$ cat src/rtl/pwm_pkg.sv
package pwm_pkg;
  typedef enum logic [1:0] {
    ACT_HOLD = 2'b00,
    ACT_LOW  = 2'b01,
    ACT_HIGH = 2'b10,
    ACT_TGL  = 2'b11
  } pin_act_e;

  function automatic logic act_apply(input logic [1:0] act, input logic cur);
    unique case (pin_act_e'(act))
      ACT_LOW:  act_apply = 1'b0;
      ACT_HIGH: act_apply = 1'b1;
      ACT_TGL:  act_apply = ~cur;
      default:  act_apply = cur;
    endcase
  endfunction
endpackage

$ cat src/rtl/pwm_shadow_bank.sv
module pwm_shadow_bank #(
  parameter int N  = 4,
  parameter int W  = 16,
  parameter int IW = (N > 1) ? $clog2(N) : 1
) (
  input  logic                clk,
  input  logic                rst,
  input  logic                wr_en,
  input  logic [IW-1:0]       wr_idx,
  input  logic [W-1:0]        wr_val,
  input  logic [1:0]          wr_mact,
  input  logic [1:0]          wr_pact,
  input  logic                load,
  output logic [N-1:0][W-1:0] live_val,
  output logic [N-1:0][1:0]   live_mact,
  output logic [N-1:0][1:0]   live_pact
);
  import pwm_pkg::*;

  for (genvar g = 0; g < N; g++) begin : g_ent
    logic [W-1:0] sh_val;
    logic [1:0]   sh_mact, sh_pact;
    logic         hit;

    assign hit = wr_en && (wr_idx == IW'(g));

    always_ff @(posedge clk) begin
      if (rst) begin
        sh_val  <= '1;
        sh_mact <= ACT_HOLD;
        sh_pact <= ACT_HOLD;
      end else if (hit) begin
        sh_val  <= wr_val;
        sh_mact <= wr_mact;
        sh_pact <= wr_pact;
      end
    end

    always_ff @(posedge clk) begin
      if (rst) begin
        live_val[g]  <= '1;
        live_mact[g] <= ACT_HOLD;
        live_pact[g] <= ACT_HOLD;
      end else if (load) begin
        live_val[g]  <= sh_val;
        live_mact[g] <= sh_mact;
        live_pact[g] <= sh_pact;
      end
    end
  end
endmodule

$ cat src/rtl/pwm_counter.sv
module pwm_counter #(
  parameter int W = 16
) (
  input  logic         clk,
  input  logic         rst,
  input  logic         run,
  input  logic         clr,
  input  logic [W-1:0] period,
  output logic [W-1:0] count,
  output logic         wrap
);
  assign wrap = run && (count == period);

  always_ff @(posedge clk) begin
    if (rst)       count <= '0;
    else if (clr)  count <= '0;
    else if (run)  count <= wrap ? '0 : count + W'(1);
  end
endmodule

$ cat src/rtl/pwm_pin_ctl.sv
module pwm_pin_ctl #(
  parameter int W = 16
) (
  input  logic         clk,
  input  logic         rst,
  input  logic         run,
  input  logic         wrap,
  input  logic [W-1:0] count,
  input  logic [W-1:0] cmp,
  input  logic [1:0]   mact,
  input  logic [1:0]   pact,
  output logic         pin
);
  import pwm_pkg::*;

  logic hit;
  assign hit = run && (count == cmp);

  always_ff @(posedge clk) begin
    if (rst)       pin <= 1'b0;
    else if (wrap) pin <= act_apply(pact, pin);
    else if (hit)  pin <= act_apply(mact, pin);
  end
endmodule

$ cat src/rtl/pwm_cmp_chan.sv
module pwm_cmp_chan #(
  parameter int N  = 4,
  parameter int W  = 16,
  parameter int IW = (N > 1) ? $clog2(N) : 1
) (
  input  logic          clk,
  input  logic          rst,
  input  logic          run,
  input  logic          sync_clr,
  input  logic          sync_en,
  input  logic [IW-1:0] clr_sel,
  input  logic          wr_en,
  input  logic [IW-1:0] wr_idx,
  input  logic [W-1:0]  wr_val,
  input  logic [1:0]    wr_mact,
  input  logic [1:0]    wr_pact,
  output logic [W-1:0]  count,
  output logic [N-1:0]  pwm_out
);
  logic [N-1:0][W-1:0] live_val;
  logic [N-1:0][1:0]   live_mact;
  logic [N-1:0][1:0]   live_pact;
  logic                wrap;
  logic                grp_clr;
  logic                load;
  logic [W-1:0]        period;

  assign grp_clr = sync_en && sync_clr;
  assign load    = !run || wrap || grp_clr;
  assign period  = live_val[clr_sel];

  pwm_shadow_bank #(.N(N), .W(W), .IW(IW)) u_bank (
    .clk(clk), .rst(rst),
    .wr_en(wr_en), .wr_idx(wr_idx), .wr_val(wr_val),
    .wr_mact(wr_mact), .wr_pact(wr_pact),
    .load(load),
    .live_val(live_val), .live_mact(live_mact), .live_pact(live_pact)
  );

  pwm_counter #(.W(W)) u_cnt (
    .clk(clk), .rst(rst), .run(run), .clr(grp_clr),
    .period(period), .count(count), .wrap(wrap)
  );

  for (genvar g = 0; g < N; g++) begin : g_pin
    pwm_pin_ctl #(.W(W)) u_pin (
      .clk(clk), .rst(rst), .run(run), .wrap(wrap),
      .count(count), .cmp(live_val[g]),
      .mact(live_mact[g]), .pact(live_pact[g]),
      .pin(pwm_out[g])
    );
  end
endmodule

$ cat config.mk
export PLATFORM = sky130hd
export DESIGN_NAME = pwm_cmp_chan
export DESIGN_NICKNAME = d
export VERILOG_FILES = /design/src/rtl/pwm_pkg.sv /design/src/rtl/pwm_shadow_bank.sv /design/src/rtl/pwm_counter.sv /design/src/rtl/pwm_pin_ctl.sv /design/src/rtl/pwm_cmp_chan.sv
export SDC_FILE = /design/constraint.sdc
export NUM_CORES = 1
export LEC_CHECK = 0
export BUFFER_PORTS_ARGS = -buffer_cell sky130_fd_sc_hd__buf_2
export CORE_MARGIN = 1.5
export CORE_UTILIZATION = 30
export CTS_BUF_LIST = sky130_fd_sc_hd__clkbuf_8
export DETAILED_ROUTE_END_ITERATION = 7
export SLEW_MARGIN = 20
export SYNTH_ARGS = -nofsm -noshare
export SYNTH_HDL_FRONTEND = slang
export SYNTH_HIERARCHICAL = 1
export SYNTH_SLANG_ARGS = --single-unit
$ cat constraint.sdc
create_clock -name clk -period 3.9 [get_ports clk]
set_input_delay 0.195 -clock clk [delete_from_list [all_inputs] [get_ports clk]]
set_output_delay 0.195 -clock clk [all_outputs]
set_load 0.05 [all_outputs]
Word level (Yosys, flattened, before mapping)
Cells that the tools add are included.
Word-level totals
  word-level logic and storage cells: 117
  register bits: 180
  output and inout bits: 20
  input port bits: 30
Operators by class
  $add $sub $neg: 1
  multiplexer cells: 19
  reduce and logical (&&, ||, !) cells: 27
  bitwise gates (word level): 4
  magnitude comparators: 1
  equal/unequal tests: 36
Operator list (number)
  == test 16 bit: 5
  == test 2 bit, second input constant: 18
  binary-select mux 16 bit (select 2 bit): 1
  2-to-1 mux 16 bit: 2
  case mux 1 bit (3 select lines): 8
  == test 2 x 1 -> 1 bit, second input constant: 9
  adder 16 x 1 -> 16 bit, second input constant: 1
  inequality test 4 x 1 -> 1 bit, second input constant: 4
  nonzero test 4 bit: 4
  AND reduction 3 bit: 4
  logical AND 1 bit: 10
  2-to-1 mux 1 bit: 8
  nonzero test 2 bit: 4
  inverter 1 bit: 4
  < comparator 2 x 3 -> 1 bit, second input constant: 1
  logical NOT 2 bit: 1
  logical OR 1 bit: 2
  OR reduction 2 bit: 1
  logical NOT 1 bit: 1

Logic depth before layout (Yosys ltp)
Gate-level depths: netlist of the first run.
  word-level depth: 6
  mapped depth: 13

Cells and area by module
Netlist of the first run, hierarchy kept.
Modules (own cells, without submodules)
  pwm_shadow_bank: times used 1, area each 5899.4 µm², cells each 548
  pwm_pin_ctl: times used 4, area each 327.8 µm², cells each 40
  pwm_counter: times used 1, area each 1028.5 µm², cells each 113
  pwm_cmp_chan: times used 1, area each 439.2 µm², cells each 22

Worst setup path after synthesis of the first run
OpenSTA, ideal clock, no wires.
  kind: input -> register
  start point: input clr_sel[0]
  end point: register u_bank/live_mact[1] (netlist bit)
  path slack: -0.417 ns
  stages: 13
  arrival time: 4.189 ns
  buffers on the path: 5
  library setup time: 0.128 ns
  cell sequence: buf_6 > buf_12 > mux4_2 > xor2_1 > nor4_1 > nand2_1 > nor4b_1 > or3b_2 > buf_2 > buf_6 > buf_6 > mux2i_1 > nor2_1
On the way
  longest elaborated chain between the ends: 6
RTL lines
  start, declared: RTL line pwm_cmp_chan.sv:11  | input logic [IW-1:0] clr_sel,
  binary-select mux 16 bit (select 2 bit): RTL line pwm_cmp_chan.sv:30  | assign period = live_val[clr_sel];
  2-to-1 mux 16 bit (implied by the code): RTL line pwm_cmp_chan.sv:30
  named net period[10]: RTL line pwm_cmp_chan.sv:26  | logic [W-1:0] period;
  == test 16 bit: RTL line pwm_counter.sv:12  | assign wrap = run && (count == period);
  logical AND 1 bit: RTL line pwm_counter.sv:12
  named net wrap: RTL line pwm_cmp_chan.sv:23  | logic wrap;
  logical OR 1 bit (2 in a row): RTL line pwm_cmp_chan.sv:29  | assign load = !run || wrap || grp_clr;
  named net load: RTL line pwm_cmp_chan.sv:25  | logic load;
  end signal, assigned by index: RTL line pwm_shadow_bank.sv:46  | live_mact[g] <= sh_mact;
  end, declared: RTL line pwm_shadow_bank.sv:15  | output logic [N-1:0][1:0] live_mact,
The timed path passes the listed nets, and every way through them passes these cells. The select of a mux whose other input is x is not followed.
A chain may end at the register's enable or synchronous reset.

Worst setup path after layout of the first run
  start point: register u_bank/live_val[31] (netlist bit)
  end point: register g_pin[3].u_pin.pin
On the way
  longest elaborated chain between the ends: 6
  elaborated cells between the ends (all ways): 9
  those cells by class: eq/ne (2); mux (3); reduce/logical (4)
RTL lines
  start, declared: RTL line pwm_shadow_bank.sv:14  | output logic [N-1:0][W-1:0] live_val,
  start signal, assigned by index: RTL line pwm_shadow_bank.sv:45  | live_val[g] <= sh_val;
  binary-select mux 16 bit (select 2 bit) (*): RTL line pwm_cmp_chan.sv:30
  2-to-1 mux 16 bit (implied by the code) (*): RTL line pwm_cmp_chan.sv:30
  named net period[15]: RTL line pwm_cmp_chan.sv:26
  == test 16 bit (*): RTL line pwm_counter.sv:12
  logical AND 1 bit (*): RTL line pwm_counter.sv:12
  named net wrap: RTL line pwm_cmp_chan.sv:23
  inequality test 4 x 1 -> 1 bit (no source line), or another cell as far along
  AND reduction 3 bit (no source line)
  end signal, assigned: RTL line pwm_pin_ctl.sv:21  | else if (wrap) pin <= act_apply(pact, pin);
  end signal, assigned: RTL line pwm_pin_ctl.sv:22  | else if (hit) pin <= act_apply(mact, pin);
  end, declared: RTL line pwm_pin_ctl.sv:12  | output logic pin
The timed path passes the listed nets; every way through them passes the cells marked *. The select of a mux whose other input is x is not followed.

==> flow_metrics.py, run 1 <==
metrics = {
    "route": {
        "post_drt_wl_per_cell_um": 16.4,
        "dr.first_iter.drc_count": 424,
        "dr_total_vias": 6040,
        "drt-pass1-iter-count": 5,
        "drc_errors": 0,
        "detail-route-antenna-nets": 0,
        "drt_wl_total_mm": 20.9,
        "vias_per_cell": 4.75,
    },
    "worst_setup_path": {
        "crit_family": "multiplexers",
        "critPathMaxFanout": 20,
        "timing.critical_path.buf_inv": 1,
        "setup.worst_path.start_class": "register",
        "crit_chain": "mux4_1 -> xor2_1 -> nor4_1 -> nand2_1 -> nor4b_4 -> buf_4 -> mux2_2 -> a221oi_1 -> a211oi_1",
        "worstPathArrival_ps": 3390,
        "setup_cp_type": "reg -> reg",
        "cpMaxStageDelayCell": "mux4_1",
        "cp-end-kind": "register",
        "max_stage_delay_ps": 560,
        "cp_data_required_time_ps": 4200,
    },
    "power": {
        "clkPwrFrac_pct": 35.5,
        "logic_pwr_share_pct": 10.2,
        "p_leak_nw": 3.88,
        "vdd_drop_max_mv": 0.204,
        "power.density_mw_per_mm2": 377,
        "p_int_mw": 2.63,
        "power_mw": 3.64,
        "relative_contribution_of_sequential_cells_to_total_power_pct": 54.3,
        "switching_power_as_a_share_of_total_power_pct": 27.7,
        "psw_mw": 1.01,
    },
    "synthesis": {
        "synth-warning-count": 6,
        "ys.flop_type": "dfxtp_1",
        "synth.top_cell.area_share_pct": 41.5,
        "mapped_cells": 843,
        "synth_seq_area_share_pct": 41.5,
        "synth-edff-count": 0,
        "ys_top_cells_by_area": "dfxtp_1, mux2i_1, xor2_1",
        "synth_seq_cells": 180,
        "mappedNetlistNets": 890,
        "netlist_area_sq_mm": 0.00868,
        "synth.distinct_cells": 41,
        "synth_top_cell_by_area": "dfxtp_1",
        "syn-mean-instance-area_sq_um": 10.3,
        "synth-async-reset-ratio_pct": 0,
    },
    "clock_network": {
        "numClockSinks": 180,
        "cts-buffers-inserted": 17,
        "tritoncts": "built",
        "post_cts_hold_buffer_count": 1,
        "post_cts_resized": 0,
        "clock_tree.htree_level_count": 4,
        "source_to_sink_clock_delay_at_the_later_pin_of_the_worst_skew_pair_ps": 460,
        "clock_pin_slew_on_the_worst_setup_and_hold_paths_ps": 100,
        "clock-root-buffer": "clkbuf_8",
        "cts_buffer_depth": 2,
        "post-cts-setup-buffers": 0,
    },
    "timing": {
        "slew_headroom_pct": 50.2,
        "setup_ws_ps": 811,
        "fin_setup_tns_ps": 0,
        "worst-slew-pin-transition_ps": 747,
        "fmaxAchievable_mhz": 324,
        "min_period_ps": 3090,
        "final-setup-viol-count": 0,
        "final_max_slew_viol_count": 0,
        "grt_setup_unrepaired": "false",
        "worst_clock_skew_ps": 18.2,
        "final.period_utilization_pct": 79.2,
        "final_hold_viol_count": 0,
    },
    "global_routing": {
        "grt_start_max_net_pins": 103,
        "grt_remaining_overflow": 0,
        "grt_antenna_before_repair": 0,
        "vias_in_the_first_global_route": 5818,
        "grt_usage_pct": 14.2,
        "wire_length_of_the_first_global_routing_pass_mm": 33.1,
    },
    "cells_and_area": {
        "post_route_cells_drive_above_1_share_pct": 14.3,
        "fin_util_pct": 33.8,
        "finalInstanceArea_sq_mm": 0.00966,
        "n_antenna_cell": 0,
        "nets": 922,
        "syn_to_final_growth_pct": 11.4,
    },
    "placement": {
        "placedInstanceArea_sq_mm": 0.00925,
        "hpwlAfterDp_mm": 14.5,
        "globalplace.congestion": 0.855,
        "pre_cts_ws_ps": 451,
        "place.port_buffers": 49,
    },
    "status": {
        "outcome": "completed",
    },
    "run": {
        "timing.max_cap.violations": 0,
    },
    "floorplanning": {
        "io-pin-count": 50,
        "die_x_um": 173,
        "starting_density_of_the_core_pct": 30.3,
        "core_area_sq_mm": 0.0286,
        "rows": 62,
        "die_y_um": 173,
        "die-area_sq_mm": 0.0300,
    },
    "min_path": {
        "worst_hold_class": "in -> reg",
    },
}
==> final cells by class <==
cell class,count,area (sq um)
clock buffers,18,248
clock inverters,14,158
fillers,2939,19000
inverters,17,63.8
multi-input cells,592,4680
flip-flops and latches,180,3600
well taps,384,480
repair buffers,67,427
==> power groups by stage <==
stage / sequential (mW) / combinational (mW) / clock, mW
2_1_floorplan: 2.00 / 0.288 / 0
3_3_place_gp: 2.02 / 0.366 / 0
3_5_place_dp: 2.02 / 0.371 / 0
4_1_cts: 1.98 / 0.374 / 1.34
5_1_grt: 1.99 / 0.409 / 1.41
6_report: 1.98 / 0.372 / 1.29
==> layer usage <==
metal	vias to the layer above	GRT usage, %	wire, um
li1	2994	-	-
met3	20	2.57	700
met2	119	21.9	9220
met1	2907	20.0	10600
met5	-	0	0
met4	0	4.64	381
==> worst min-delay path, delay by kind of cell <==
| family | cells | cell delay (ps) |
|---|---|---|
| buffers and inverters | 1 | 80 |
| and+or+nand+nor | 1 | 70 |
| muxes | 1 | 120 |
==> cells in the final DEF (no fill, tap or decap), types with 14 or more instances in the layout <==
cell | Yosys | layout
buf_2 | 31 | 48
ha_1 | 17 | 17
xor2_1 | 87 | 87
a211o_1 | 64 | 64
mux2i_1 | 96 | 96
dfxtp_1 | 180 | 180
inv_1 | 17 | 17
nor2_1 | 104 | 104
buf_4 | 8 | 14
nand2b_1 | 21 | 21
nor4_1 | 19 | 19
nor2b_1 | 68 | 68
clkbuf_8 | 0 | 18
==> sequential cells by signal, summed over array words and instances, names as in the netlist <==
name,flops
u_bank/live_val,64
u_bank/live_mact,8
u_bank/g_ent.sh_mact,8
u_bank/g_ent.sh_pact,8
u_bank/g_ent.sh_val,64
u_cnt/count,16
u_bank/live_pact,8
g_pin.u_pin/pin,4
==> per-stage QoR <==
step	hold WS, ps	std cells
3_3_place_gp	445	1239
5_1_grt	32.7	1272
2_1_floorplan	268	843
6_report	37.6	1272
3_5_place_dp	450	1239
4_1_cts	13.5	1272
==> synth_stat cells (5+ instances only) <==
library cell and n:
a211o_1 64, buf_2 31, buf_4 8, buf_6 6, clkbuf_1 5, dfxtp_1 180, ha_1 17, inv_1 17
mux2i_1 96, mux4_1 6, mux4_2 10, nand2_1 11, nand2b_1 21, nand3_1 9, nand4_1 6, nor2_1 104
nor2b_1 68, nor3_1 11, nor3_2 9, nor4_1 19, nor4b_1 5, o21ai_0 8, xnor2_1 8, xor2_1 87
==> worst paths after layout <==
kind | start | depth (start not counted) | slack, ps | endpoint
max | u_bank/live_val[31] | 9 | 810 | g_pin[3].u_pin/pin
min | wr_val[14] | 3 | 40 | u_bank/g_ent[2].sh_val[14]
max reg2reg | u_bank/live_val[31] | 9 | 810 | g_pin[3].u_pin/pin
min reg2reg | u_bank/g_ent[0].sh_val[13] | 1 | 460 | u_bank/live_val[13]
==> logic make-up (layout without fill, tap and decap cells) <==
group,count (synthesis),in the layout,synth area share [%]
AO/OA/AOI/OAI,86,86,8.29
XOR/XNOR,95,95,9.59
adder cells (fa/ha/maj),17,17,2.45
buffers and inverters,71,116,4.77
flip-flops,180,180,41.5
multiplexers,116,116,16.0
AND/OR/NAND/NOR,278,278,17.4
Power figures use the tool's default switching activity.
==> inputs of run 2 (changes only) <==
==> constraint.sdc (replaced) <==
create_clock -name clk -period 3.1 [get_ports clk]
set_input_delay 0.155 -clock clk [delete_from_list [all_inputs] [get_ports clk]]
set_output_delay 0.155 -clock clk [all_outputs]
set_load 0.05 [all_outputs]
==> run 2 against run 1 <==
Utilization increased by 1.1 points. Via count increased by 3.7%. Count of clock-buffer cells in the layout unchanged. Sequential share of layout area decreased by 1.2 points. Setup slack got worse by 680 ps. Clock skew decreased by 1.4 ps. Clock power increased by 37%. Critical path type unchanged. Largest cell class unchanged.
==> flow_metrics.py, run 2 (same netlist as run 1, synthesis figures left out) <==
metrics = {
    "status": {
        "outcome": "completed",
    },
    "clock_network": {
        "clock_pin_slew_on_the_worst_setup_and_hold_paths_ps": 90,
        "source_to_sink_clock_delay_at_the_later_pin_of_the_worst_skew_pair_ps": 460,
        "post-cts-setup-buffers": 0,
        "numClockSinks": 180,
        "cts_buffer_depth": 2,
        "clock-root-buffer": "clkbuf_8",
        "cts-buffers-inserted": 17,
        "clock_tree.htree_level_count": 4,
        "tritoncts": "built",
    },
    "cells_and_area": {
        "mostFrequentLayoutCell": "dfxtp_1",
        "syn_to_final_growth_pct": 15.1,
        "largest_registers": "u_bank/g_ent.sh_val: 64 flops, u_bank/live_val: 64 flops, u_cnt/count: 16 flops",
        "nets": 956,
        "fillerInstances": 2869,
        "mostFrequentLayoutCells": "dfxtp_1, nor2_1, mux2i_1",
        "n_antenna_cell": 0,
        "post_route_cells_drive_above_1_share_pct": 16.7,
    },
    "placement": {
        "pre_cts_ws_ps": 22.6,
        "place.port_buffers": 49,
        "hpwlAfterDp_mm": 15.5,
        "globalplace.congestion": 0.895,
    },
    "floorplanning": {
        "starting_density_of_the_core_pct": 30.3,
        "core_area_sq_mm": 0.0286,
        "io-pin-count": 50,
        "die-area_sq_mm": 0.0300,
        "rows": 62,
        "die_x_um": 173,
        "die_y_um": 173,
    },
    "min_path": {
        "worst_hold_class": "in -> reg",
    },
    "route": {
        "detail-route-antenna-nets": 0,
        "post_drt_wl_per_cell_um": 16.4,
        "dr_total_vias": 6266,
        "drc_errors": 0,
        "dr.first_iter.drc_count": 442,
        "drt-pass1-iter-count": 4,
        "drt_wl_total_mm": 21.4,
        "vias_per_cell": 4.80,
    },
    "worst_setup_path": {
        "timing.critical_path.buf_inv": 1,
        "cpMaxStageDelayCell": "mux4_1",
        "crit_chain": "mux4_1 -> xor2_1 -> nor4_1 -> nand2_1 -> nor4b_4 -> buf_6 -> mux2_2 -> a221oi_1 -> a211oi_1",
        "cp_data_required_time_ps": 3430,
        "crit_family": "multiplexers",
        "max_stage_delay_ps": 540,
        "worstPathArrival_ps": 3300,
        "critPathMaxFanout": 11,
        "setup_cp_type": "reg -> reg",
        "cp-end-kind": "register",
        "setup.worst_path.start_class": "register",
    },
    "run": {
        "timing.max_cap.violations": 0,
    },
    "timing": {
        "final-setup-viol-count": 0,
        "slew_headroom_pct": 59.6,
        "min_period_ps": 2970,
        "worst-slew-pin-transition_ps": 605,
        "final_max_slew_viol_count": 0,
        "grt_setup_unrepaired": "false",
        "worst_clock_skew_ps": 16.8,
        "setup_ws_ps": 134,
        "final_hold_viol_count": 0,
        "fmaxAchievable_mhz": 337,
        "final.period_utilization_pct": 95.7,
    },
    "power": {
        "clkPwrFrac_pct": 37.2,
        "power.density_mw_per_mm2": 476,
        "p_int_mw": 3.55,
        "psw_mw": 1.20,
        "power_mw": 4.75,
        "p_leak_nw": 4.08,
        "vdd_drop_max_mv": 0.219,
        "switching_power_as_a_share_of_total_power_pct": 25.3,
        "logic_pwr_share_pct": 10.5,
        "relative_contribution_of_sequential_cells_to_total_power_pct": 52.3,
    },
    "global_routing": {
        "grt_usage_pct": 14.6,
        "vias_in_the_first_global_route": 6092,
        "gr-max-usage-layer": "met2",
        "grt_antenna_before_repair": 0,
        "wire_length_of_the_first_global_routing_pass_mm": 34.5,
        "global_route.usage.met1_pct": 20.6,
        "grt_remaining_overflow": 0,
        "met3_usage_pct": 2.59,
        "grt_util_met2_pct": 22.8,
        "grt_start_max_net_pins": 61,
    },
}
==> run 2: changes by cell type in the layout (fill, tap and decap cells not counted), moves of 2 or more <==
cell	previous run	this run
clkinvlp_4	3	0
inv_6	3	5
inv_8	4	1
buf_4	14	40
dlygate4sd3_1	1	8
bufinv_16	1	4
==> run 2: worst paths after layout <==
check                                 start                         end  slack (ps)  depth (start not counted)
setup / recovery        u_bank/live_val[18]          g_pin[2].u_pin/pin         130                          9
hold / removal                   wr_val[10]  u_bank/g_ent[1].sh_val[10]          20                          3
setup reg to reg        u_bank/live_val[18]          g_pin[2].u_pin/pin         130                          9
hold reg to reg   u_bank/g_ent[2].sh_val[3]         u_bank/live_val[35]         460                          1
==> run 2: worst min-delay path, cell delays in order <==
cell	delay, ps
buf_2	90
nor2_1	80
mux2i_1	120
==> run 2: what timing repair did <==
action,CTS,global route
endpoints found under the setup margin,0,1
hold buffers,8,0
gates resized for setup,0,3
hold endpoints to repair,28,0
==> run 2: layout make-up <==
type / count / area (sq um) / area share (%)
clock buffers: 18 / 248 / 2.48
clock inverters: 13 / 193 / 1.93
inverters: 17 / 63.8 / 0.639
multi-input cells: 592 / 4690 / 46.9
flip-flops and latches: 180 / 3600 / 36.1
well taps: 384 / 480 / 4.81
repair buffers: 101 / 712 / 7.13
==> run 2: through the flow <==
step	instance area (sq um)	setup TNS [ps]	utilization, %	hold WS [ps]	std cells
6_report	9990	0	34.9	17.3	1305
5_1_grt	9990	0	34.9	8.33	1305
2_1_floorplan	8710	-1820	-	228	843
3_5_place_dp	9460	0	33.0	450	1266
3_3_place_gp	9460	0	33.0	445	1266
4_1_cts	9980	0	34.9	0.565	1305
==> run 2: routing by layer <==
metal | vias up | part of all wire (%)
li1 | 3059 | -
met1 | 3065 | 50
met2 | 120 | 45
met3 | 22 | 3.5
met4 | 0 | 1.7
met5 | - | 0
==> run 2: power by group through the flow <==
stage	registers [mW]	logic [mW]	clock network, mW
after global routing	2.50	0.545	1.92
after floorplan	2.52	0.367	0
final	2.49	0.499	1.77
after CTS	2.49	0.500	1.82
after global placement	2.54	0.483	0
after detailed placement	2.54	0.489	0
==> inputs of run 3 (changes only) <==
--- a/config.mk
+++ b/config.mk
@@ -5,6 +5,7 @@
 export SDC_FILE = /design/constraint.sdc
 export NUM_CORES = 1
 export LEC_CHECK = 0
+export ABC_AREA = 1
 export BUFFER_PORTS_ARGS = -buffer_cell sky130_fd_sc_hd__buf_2
 export CORE_MARGIN = 1.5
 export CORE_UTILIZATION = 30
==> run 3 against run 2 <==
First-iteration DRC count increased by 100%. Cell count up 56%. Clock power decreased by 3%.
==> flow_metrics.py, run 3 <==
metrics = {
    "synthesis": {
        "synth-warning-count": 6,
        "synth_seq_area_share_pct": 36.9,
        "synth.distinct_cells": 34,
        "netlist_area_sq_mm": 0.00975,
        "syn-mean-instance-area_sq_um": 6.26,
        "mapped_cells": 1557,
        "synth.most_common_cell": "nand2_1",
        "ys_top_cells_by_area": "dfxtp_1, nand2_1, nand3_1",
        "synth_commonest_cells": "nand2_1, inv_1, nand3_1, dfxtp_1, nor2_1",
        "ys.flop_type": "dfxtp_1",
        "synth.top_cell.area_share_pct": 36.9,
        "synth_top_cell_by_area": "dfxtp_1",
        "synth_seq_cells": 180,
        "synth-async-reset-ratio_pct": 0,
        "synth-edff-count": 0,
        "mappedNetlistNets": 1604,
    },
    "min_path": {
        "holdCritStartpoint": "rst",
        "worst_hold_class": "in -> reg",
    },
    "route": {
        "vias_per_cell": 4.54,
        "post_drt_wl_per_cell_um": 14.1,
        "drt-pass1-iter-count": 5,
        "drc_errors": 0,
        "dr_total_vias": 9261,
        "drt_wl_total_mm": 28.9,
        "detail-route-antenna-nets": 0,
        "dr.first_iter.drc_count": 891,
    },
    "worst_setup_path": {
        "cp_data_required_time_ps": 3510,
        "setup.worst_path.start_class": "register",
        "critPathMaxFanout": 92,
        "startpoint": "u_bank/live_val[44]",
        "regToRegStartpoint": "u_bank/live_val[44]",
        "worstPathArrival_ps": 3070,
        "cp-end-kind": "register",
        "setup_cp_type": "reg -> reg",
    },
    "timing": {
        "worst-slew-pin-transition_ps": 810,
        "fmaxAchievable_mhz": 376,
        "final.period_utilization_pct": 85.9,
        "final_hold_viol_count": 0,
        "slew_headroom_pct": 46.0,
        "final-setup-viol-count": 0,
        "min_period_ps": 2660,
        "worst_clock_skew_ps": 20.0,
        "grt_setup_unrepaired": "false",
        "fin_setup_tns_ps": 0,
        "final_max_slew_viol_count": 0,
    },
    "clock_network": {
        "clock_pin_slew_on_the_worst_setup_and_hold_paths_ps": 110,
        "clock_tree.htree_level_count": 4,
        "numClockSinks": 180,
        "cts_buffer_depth": 2,
        "clock-root-buffer": "clkbuf_8",
        "tritoncts": "built",
        "source_to_sink_clock_delay_at_the_later_pin_of_the_worst_skew_pair_ps": 480,
        "post-cts-setup-buffers": 0,
        "cts-buffers-inserted": 17,
    },
    "power": {
        "switching_power_as_a_share_of_total_power_pct": 33.1,
        "p_leak_nw": 6.07,
        "clkPwrFrac_pct": 34.6,
        "psw_mw": 1.64,
        "relative_contribution_of_sequential_cells_to_total_power_pct": 51.8,
        "logic_pwr_share_pct": 13.6,
        "power.density_mw_per_mm2": 453,
        "p_int_mw": 3.32,
        "vdd_drop_max_mv": 0.265,
    },
    "global_routing": {
        "grt_usage_pct": 17.7,
        "grt_antenna_before_repair": 0,
        "grt_start_max_net_pins": 93,
        "grt_remaining_overflow": 0,
        "wire_length_of_the_first_global_routing_pass_mm": 46.5,
        "vias_in_the_first_global_route": 8286,
    },
    "floorplanning": {
        "die_x_um": 183,
        "die-area_sq_mm": 0.0336,
        "die_y_um": 183,
        "io-pin-count": 50,
        "starting_density_of_the_core_pct": 30.7,
        "rows": 65,
        "core_area_sq_mm": 0.0318,
    },
    "cells_and_area": {
        "syn_to_final_growth_pct": 12.4,
        "multi_input_gate_area_in_the_final_layout_sq_mm": 0.00478,
        "mostFrequentLayoutCells": "nand2_1, inv_1, nand3_1",
        "mostFrequentLayoutCell": "nand2_1",
        "largest_registers": "u_bank/g_ent.sh_val: 64 flops, u_bank/live_val: 64 flops, u_cnt/count: 16 flops",
        "finalInstanceArea_sq_mm": 0.0110,
        "nets": 1640,
        "n_antenna_cell": 0,
        "post_route_cells_drive_above_1_share_pct": 8.59,
        "register_area_sq_mm": 0.00360,
        "fillerInstances": 3521,
    },
    "status": {
        "outcome": "completed",
    },
    "placement": {
        "place.port_buffers": 49,
        "hpwlAfterDp_mm": 21.0,
        "globalplace.congestion": 0.898,
        "placedInstanceArea_sq_mm": 0.0103,
    },
    "run": {
        "timing.max_cap.violations": 0,
    },
}
==> run 3: cell types whose count changed in the layout (fill, tap and decap cells not counted), sizes merged, moves of 24 or more <==
cell,change
nor2b,-68
xor2,-73
nor2,+28
o21ai,+26
inv,+243
nand4,+49
nand2,+531
buf,-24
a211o,-64
mux2i,-96
nand3,+197
==> run 3: cell type report <==
type / count / area share (%)
inverter: 260 / 8.95
clock buffer: 17 / 2.13
clock inverter: 15 / 1.82
timing repair buffer: 89 / 5.66
sequential: 180 / 32.9
tap: 435 / 4.97
multi-input combinational: 1045 / 43.6
==> run 3: worst paths after layout <==
check / to / slack (ps) / cells past startpoint
max: u_bank/live_pact[4] / 440 / 14
max reg2reg: u_bank/live_pact[4] / 440 / 14
min: g_pin[0].u_pin/pin / 30 / 4
min reg2reg: u_bank/live_pact[7] / 450 / 2
==> run 3: cells by family (layout without fill, tap and decap cells) <==
family,Yosys count,after routing,synth area share [%]
buffers and inverters,332,381,14.1
AOI/OAI and AO/OA,61,61,3.25
xor gates and xnor gates,16,16,1.44
DFF,180,180,36.9
and+or+nand+nor,951,951,42.1
adders and majority gates,17,17,2.18
==> run 3: timing repair <==
action	CTS	global route
hold endpoints to repair	69	0
resized for setup	0	0
hold buffers	20	0
==> run 3: power by group through the flow <==
stage | Combinational [mW] | Sequential [mW] | Clock [mW]
6_report | 0.676 | 2.57 | 1.72
5_1_grt | 0.779 | 2.59 | 1.86
4_1_cts | 0.675 | 2.56 | 1.76
3_5_place_dp | 0.652 | 2.62 | 0
3_3_place_gp | 0.641 | 2.62 | 0
2_1_floorplan | 0.501 | 2.57 | 0
==> run 3: routing by layer <==
layer	vias to the layer above	part of all wire (%)	global-route usage, %
li1	4854	-	-
met1	4150	53	27.2
met2	238	41	25.7
met3	19	4.2	2.22
met4	0	1.2	4.13
met5	-	0	0
==> run 3: critical path: stages, from the launching register on <==
cell and delay (ps):
dfxtp_1 460, inv_1 60, nand2_1 60, nand3_1 70, nand2_1 130, inv_1 50, nand2_1 50, nand2_1 100
nor4_1 310, nand2_1 100, nor2_1 240, nand3b_1 270, buf_12 340, o21ai_0 160, a21oi_1 160
==> run 3: metrics by stage <==
| stage | util, % | total power, mW | setup slack, ps | std cells | hold WS (ps) |
|---|---|---|---|---|---|
| 4_1_cts | 34.5 | 5.00 | 518 | 2041 | 14.8 |
| 5_1_grt | 34.5 | 5.23 | 143 | 2041 | 27.3 |
| 3_3_place_gp | 32.5 | 3.26 | 402 | 1989 | 438 |
| 2_1_floorplan | - | 3.07 | 314 | 1557 | 290 |
| 6_report | 34.5 | 4.96 | 437 | 2041 | 34.5 |
| 3_5_place_dp | 32.5 | 3.27 | 381 | 1989 | 445 |
